<file path="src/rtl/seg_sar_pkg.sv">
package seg_sar_pkg;

  // Which part of the frame the sequencer is in.
  typedef enum logic [2:0] {
    PH_IDLE,
    PH_SAMPLE,
    PH_TRIAL,
    PH_SETTLE,
    PH_XFER
  } frame_seg_e;

  localparam int unsigned DEF_BITS   = 7;
  localparam int unsigned DEF_SEG    = 3;
  localparam int unsigned DEF_SAMPLE = 2;
  localparam int unsigned DEF_XFER   = 2;

endpackage

</file>
<file path="src/rtl/sar_frame_timer.sv">
module sar_frame_timer
  import seg_sar_pkg::*;
#(
  parameter int unsigned NBITS      = DEF_BITS,
  parameter int unsigned SAMPLE_CYC = DEF_SAMPLE,
  parameter int unsigned XFER_CYC   = DEF_XFER,
  localparam int unsigned FRAME     = SAMPLE_CYC + NBITS + 1 + XFER_CYC,
  localparam int unsigned CNT_W     = $clog2(FRAME),
  localparam int unsigned IDX_W     = $clog2(NBITS)
) (
  input  logic             clk,
  input  logic             rst,
  input  logic             start,
  output logic             go,
  output frame_seg_e       seg,
  output logic [IDX_W-1:0] idx,
  output logic             sample_ph,
  output logic             xfer_ph
);

  localparam int unsigned TRIAL_LO  = SAMPLE_CYC;
  localparam int unsigned SETTLE_AT = SAMPLE_CYC + NBITS;

  logic [CNT_W-1:0] cnt_q, cnt_d;
  logic             busy_q, busy_d;
  logic             last;

  assign last = busy_q && (cnt_q == CNT_W'(FRAME - 1));
  assign go   = start && (!busy_q || last);

  always_comb begin
    if (go) begin
      busy_d = 1'b1;
      cnt_d  = '0;
    end else if (busy_q && !last) begin
      busy_d = 1'b1;
      cnt_d  = cnt_q + 1'b1;
    end else begin
      busy_d = 1'b0;
      cnt_d  = '0;
    end
  end

  always_comb begin
    if (!busy_q)                                seg = PH_IDLE;
    else if (int'(cnt_q) < TRIAL_LO)            seg = PH_SAMPLE;
    else if (int'(cnt_q) < SETTLE_AT)           seg = PH_TRIAL;
    else if (int'(cnt_q) < FRAME - XFER_CYC)    seg = PH_SETTLE;
    else                                        seg = PH_XFER;
  end

  assign idx = IDX_W'(int'(NBITS - 1 + TRIAL_LO) - int'(cnt_q));

  always_ff @(posedge clk) begin
    if (rst) begin
      busy_q    <= 1'b0;
      cnt_q     <= '0;
      sample_ph <= 1'b0;
      xfer_ph   <= 1'b0;
    end else begin
      busy_q    <= busy_d;
      cnt_q     <= cnt_d;
      sample_ph <= busy_d && (int'(cnt_d) < SAMPLE_CYC);
      xfer_ph   <= busy_d && (int'(cnt_d) >= FRAME - XFER_CYC);
    end
  end

endmodule

</file>
<file path="src/rtl/sar_trial_reg.sv">
module sar_trial_reg
  import seg_sar_pkg::*;
#(
  parameter int unsigned NBITS = DEF_BITS,
  localparam int unsigned IDX_W = $clog2(NBITS)
) (
  input  logic             clk,
  input  logic             rst,
  input  logic             cmp_hi,
  input  logic             go,
  input  frame_seg_e       seg,
  input  logic [IDX_W-1:0] idx,
  output logic [NBITS-1:0] code_d,
  output logic [NBITS-1:0] code_q,
  output logic [NBITS-1:0] result_q,
  output logic             done_q
);

  localparam logic [NBITS-1:0] MID = NBITS'(1) << (NBITS - 1);

  logic final_trial;

  assign final_trial = !go && (seg == PH_TRIAL) && (idx == '0);

  // Decide the bit under test and pre-set the next lower one.
  always_comb begin
    code_d = code_q;
    if (go) begin
      code_d = MID;
    end else if (seg == PH_TRIAL) begin
      code_d[idx] = cmp_hi;
      if (idx != '0) code_d[idx - 1'b1] = 1'b1;
    end
  end

  always_ff @(posedge clk) begin
    if (rst) begin
      code_q   <= MID;
      result_q <= '0;
      done_q   <= 1'b0;
    end else begin
      code_q <= code_d;
      done_q <= final_trial;
      if (final_trial) result_q <= code_d;
    end
  end

endmodule

</file>
<file path="src/rtl/sar_therm_reg.sv">
module sar_therm_reg #(
  parameter int unsigned SEG_BITS = 3,
  localparam int unsigned LINES   = (1 << SEG_BITS) - 1,
  localparam int unsigned HALF    = 1 << (SEG_BITS - 1)
) (
  input  logic                clk,
  input  logic                rst,
  input  logic [SEG_BITS-1:0] seg_val,
  output logic [LINES-1:0]    lines_q
);

  for (genvar j = 0; j < LINES; j++) begin : g_line
    localparam logic RST_VAL = (j < HALF);
    always_ff @(posedge clk) begin
      if (rst) lines_q[j] <= RST_VAL;
      else     lines_q[j] <= (seg_val > SEG_BITS'(j));
    end
  end

endmodule

</file>
<file path="src/rtl/seg_sar_sequencer.sv">
module seg_sar_sequencer
  import seg_sar_pkg::*;
#(
  parameter int unsigned NBITS      = DEF_BITS,
  parameter int unsigned SEG_BITS   = DEF_SEG,
  parameter int unsigned SAMPLE_CYC = DEF_SAMPLE,
  parameter int unsigned XFER_CYC   = DEF_XFER
) (
  input  logic                          clk,
  input  logic                          rst,
  input  logic                          start,
  input  logic                          cmp_hi,
  output logic [(1 << SEG_BITS) - 2:0]  unary_sw,
  output logic [NBITS-SEG_BITS-1:0]     binary_sw,
  output logic [NBITS-1:0]              result,
  output logic                          result_vld,
  output logic                          sample_ph,
  output logic                          xfer_ph
);

  localparam int unsigned IDX_W = $clog2(NBITS);
  localparam int unsigned LOW_W = NBITS - SEG_BITS;

  logic             go;
  frame_seg_e       seg;
  logic [IDX_W-1:0] idx;
  logic [NBITS-1:0] code_d, code_q;

  sar_frame_timer #(
    .NBITS(NBITS), .SAMPLE_CYC(SAMPLE_CYC), .XFER_CYC(XFER_CYC)
  ) u_timer (
    .clk(clk), .rst(rst), .start(start), .go(go), .seg(seg), .idx(idx),
    .sample_ph(sample_ph), .xfer_ph(xfer_ph)
  );

  sar_trial_reg #(.NBITS(NBITS)) u_trial (
    .clk(clk), .rst(rst), .cmp_hi(cmp_hi), .go(go), .seg(seg), .idx(idx),
    .code_d(code_d), .code_q(code_q), .result_q(result), .done_q(result_vld)
  );

  sar_therm_reg #(.SEG_BITS(SEG_BITS)) u_therm (
    .clk(clk), .rst(rst), .seg_val(code_d[NBITS-1 -: SEG_BITS]),
    .lines_q(unary_sw)
  );

  assign binary_sw = code_q[LOW_W-1:0];

endmodule

</file>
<file path="config.mk">
export PLATFORM = sky130hd
export DESIGN_NAME = seg_sar_sequencer
export DESIGN_NICKNAME = d
export VERILOG_FILES = /design/src/rtl/seg_sar_pkg.sv /design/src/rtl/sar_frame_timer.sv /design/src/rtl/sar_trial_reg.sv /design/src/rtl/sar_therm_reg.sv /design/src/rtl/seg_sar_sequencer.sv
export SDC_FILE = /design/constraint.sdc
export NUM_CORES = 1
export LEC_CHECK = 0
export ABC_AREA = 1
export BUFFER_PORTS_ARGS = -buffer_cell sky130_fd_sc_hd__buf_2
export CAP_MARGIN = 20
export CELL_PAD_IN_SITES_DETAIL_PLACEMENT = 1
export CELL_PAD_IN_SITES_GLOBAL_PLACEMENT = 1
export CORE_MARGIN = 2
export CORE_UTILIZATION = 39
export CTS_CLUSTER_DIAMETER = 30
export DETAILED_ROUTE_END_ITERATION = 7
export GPL_TIMING_DRIVEN = 0
export PLACE_DENSITY_LB_ADDON = 0.08
export RECOVER_POWER = 25
export SLEW_MARGIN = 30
export SYNTH_ARGS = -nofsm -noshare
export SYNTH_HDL_FRONTEND = slang
export SYNTH_SLANG_ARGS = --single-unit
</file>
<file path="constraint.sdc">
create_clock -name clk -period 2.8 [get_ports clk]
set_clock_uncertainty 0.1 [all_clocks]
set_input_delay 0.14 -clock clk [delete_from_list [all_inputs] [get_ports clk]]
set_output_delay 0.14 -clock clk [all_outputs]
set_load 0.01 [all_outputs]
</file>
==> results.py <==
metrics = {
    "place": {
        "gpl.final_weighted_congestion": 0.8179,
        "io_buffers": 24,
        "post-dp-hpwl_mm": 2.841,
        "post-place-cells": 265,
        "placement.cell_area_um2": 1630,
        "preCtsSetupSlack_ns": 0.4344,
    },
    "setup_path": {
        "cell_mode_on_critical_path": "nand2_1",
        "cp_data_arrival_time_ns": 2.52,
        "setup.worst_path.start_class": "flop",
        "critPathSlowestCell": "ha_1",
        "type_of_the_worst_setup_path": "flop to flop",
        "path_cells": "clkinv_1, ha_1, inv_1, nor2_1, nand2_1, nand2_1, nand3_1, nand2_1, nand2_2, nor2_4, nand3_1",
        "worst_setup_path_end_kind": "flop",
        "required_ns": 2.87,
        "critical-path-max-stage-delay_ns": 0.47,
        "crit_path_max_fanout": 9,
    },
    "floorplan": {
        "number_of_top_level_pins": 25,
        "design.core.area_um2": 3606,
        "fp.dieH_um": 64.98,
        "die_w_um": 64.98,
        "total_die_area_um2": 4222,
        "start_util_pct": 40.22,
        "std_cell_rows": 22,
    },
    "timing": {
        "final-max-slew-violation-count": 0,
        "setup-violations-final": 0,
        "finalWorstPathRequiredPeriod_ns": 2.455,
        "timing.slew.headroom_pct": 64.09,
        "timing.final.crit_share_pct": 87.68,
        "fin_setup_tns_ns": 0,
        "grt_setup_unrepaired": "no",
        "hold_violation_count_in_the_final_report": 0,
        "layout_setup_ws_ns": 0.3449,
        "worstMarginPinSlew_ns": 0.5387,
        "timing.fmax_ghz": 0.4073,
        "fin_worst_hold_slack_ns": 0.1670,
    },
    "power_and_ir_drop": {
        "post_route_total_power_mw": 0.9610,
        "leakage_power_nw": 0.7939,
        "power.density_cell_area_nw_per_um2": 554.9,
        "irDropWorstVdd_uv": 298.3,
    },
    "yosys": {
        "post_synthesis_register_bit_count": 29,
        "adder_and_majority_cell_fraction_of_the_synthesized_area_pct": 2.588,
        "synth.avg_cell_area_um2": 7.514,
        "synth_top_family_by_area": "simple AND/OR/NAND/NOR gates",
        "yosysUniqueCellTypes": 31,
        "yosysSeqAreaShare_pct": 40.03,
        "netlist_area_um2": 1450,
        "synth_compound_gate_area_share_pct": 10.53,
        "number_of_nets_in_the_synthesized_netlist": 200,
        "synth.yosys.warnings": 0,
        "synth-xor-area-share_pct": 0.6040,
        "synthCells": 193,
        "yosys.area_share.simple_pct": 36.07,
        "synth_mux_area_share_pct": 0,
    },
    "routing": {
        "wl_cell_um": 14.14,
        "drtPass1Iterations": 4,
        "via_per_inst": 5.007,
        "vias": 1367,
        "detail_route.wirelength_mm": 3.860,
        "route.antenna.remaining_nets": 0,
        "dr.first_iter.drc_count": 32,
        "drc": 0,
    },
    "grt": {
        "global_route_wire_length_before_repair_mm": 6.596,
        "grt_overflow_total": 0,
        "global_route.usage.total_pct": 20.86,
        "first_global_vias": 1420,
        "pin_count_of_the_biggest_net_entering_global_routing": 11,
        "antenna_found_initial": 0,
    },
    "min_path": {
        "hold_class": "input port to flop",
    },
    "cells_and_area": {
        "filler_cell_count": 481,
        "area_delta_synth_final_pct": 19.41,
        "finish.instance_area_um2": 1732,
        "multi_input_gate_area_um2": 721.9,
        "final_cell_count_no_fill": 273,
        "nets": 231,
        "antenna_cells_inserted": 0,
        "share_of_the_core_filled_with_cells_pct": 48.02,
        "drive_above_1_share_pct": 20.44,
        "seqCellArea_um2": 580.6,
    },
    "cts": {
        "cts_tree": "done",
        "cts.path.max_buffers": 2,
        "cts_root_buffer": "clkbuf_8",
        "insertion_delay_ns": 0.29,
        "cts_inserted_buffers": 5,
        "cts.hold.buffers_added": 0,
        "cts_max_level": 2,
        "ctsResizeCount": 0,
        "post_cts.repair.setup_buffers": 0,
        "cts_num_sinks": 29,
        "clock_input_transition_at_the_sequential_cells_of_the_worst_setup_and_hold_paths_ns": 0.07,
    },
    "run": {
        "timing.max_cap.violations": 0,
    },
    "status": {
        "run_status": "complete, no violations",
    },
}
-- final timing paths --
check	endpoint	cells past startpoint	slack (ns)	startpoint
worst max-delay path	u_therm.lines_q[0]$_SDFF_PP1_	11	0.34	u_timer.cnt_q[0]$_SDFF_PP0_
worst min register to register	u_trial.result_q[1]$_SDFFE_PP0P_	2	0.37	u_trial.result_q[1]$_SDFFE_PP0P_
worst min-delay path	u_timer.busy_q$_SDFF_PP0_	3	0.17	start
worst max register to register	u_therm.lines_q[0]$_SDFF_PP1_	11	0.34	u_timer.cnt_q[0]$_SDFF_PP0_
-- synth_stat cells --
library cell / count / area share (%)
nand2_1: 36 / 9.3
dfxtp_1: 29 / 40
nor2_1: 22 / 5.7
nand3_1: 19 / 6.6
inv_1: 18 / 4.7
a21oi_1: 12 / 4.1
o21ai_0: 9 / 3.1
nand2_2: 7 / 3.0
nand4_1: 5 / 2.2
buf_4: 4 / 2.1
o21ai_1: 4 / 1.4
ha_1: 3 / 2.6
clkinv_1: 2 / 0.52
inv_2: 2 / 0.52
nand2_4: 2 / 1.6
nor2_4: 2 / 1.6
nor2_8: 2 / 2.8
nor3_1: 2 / 0.69
a21oi_2: 1 / 0.60
a41oi_1: 1 / 0.60
and3_1: 1 / 0.43
buf_2: 1 / 0.34
buf_6: 1 / 0.78
clkbuf_1: 1 / 0.26
inv_4: 1 / 0.43
inv_6: 1 / 0.60
nand3_2: 1 / 0.69
nand3_4: 1 / 1.2
nor2_2: 1 / 0.43
o211a_1: 1 / 0.69
xor2_1: 1 / 0.60
-- flip-flops by register name (all words and copies together) (netlist names) --
signal	flops
u_therm.lines_q	7
u_trial.code_q	7
u_trial.result_q	7
u_timer.cnt_q	4
u_timer.busy_q	1
u_timer.sample_ph	1
u_timer.xfer_ph	1
u_trial.done_q	1
-- layout by cell type (no fill, tap or decap), drive strengths merged, types with 5 or more instances in the layout --
cell type	n
dfxtp	29
nand4	5
nand2	45
a21oi	13
o21ai	13
nor2	27
inv	22
nand3	21
buf	18
clkbuf	20
-- logic make-up after synthesis --
logic type / count (synthesis)
and+or+nand+nor: 101
buffers and inverters: 31
DFF: 29
AOI/OAI and AO/OA: 28
adders and majority gates: 3
xor gates and xnor gates: 1
-- critical path, delay by kind of cell (launching register included) --
| kind | cells | cell delay, ns |
|---|---|---|
| adders and majority gates | 1 | 0.47 |
| buffers and inverters | 2 | 0.43 |
| and+or+nand+nor | 8 | 0.92 |
| DFF | 1 | 0.43 |
-- cell type report --
cell class                 instances  share of cell area [%]
buffer                             7                   2.890
clock buffer                       7                   4.986
clock inverter                     1                   1.734
inverter                          24                   5.636
multi-input combinational        133                   41.69
sequential                        29                   33.53
tap                               48                   3.468
timing repair buffer              24                   6.069
-- metal layers --
layer | up-vias | GRT usage, % | part of all wire, %
li1 | 683 | - | -
met5 | - | 0 | 0
met3 | 6 | 5.382 | 3.5
met2 | 24 | 38.14 | 51
met4 | 0 | 6.383 | 1.3
met1 | 654 | 23.48 | 44
-- where the power goes --
group / total (mW) / switching [mW] / internal [mW]
Combinational: 0.0777 / 0.0565 / 0.0212
Sequential: 0.423 / 0.00492 / 0.418
Clock: 0.461 / 0.171 / 0.290
Power figures use the tool's default switching activity.
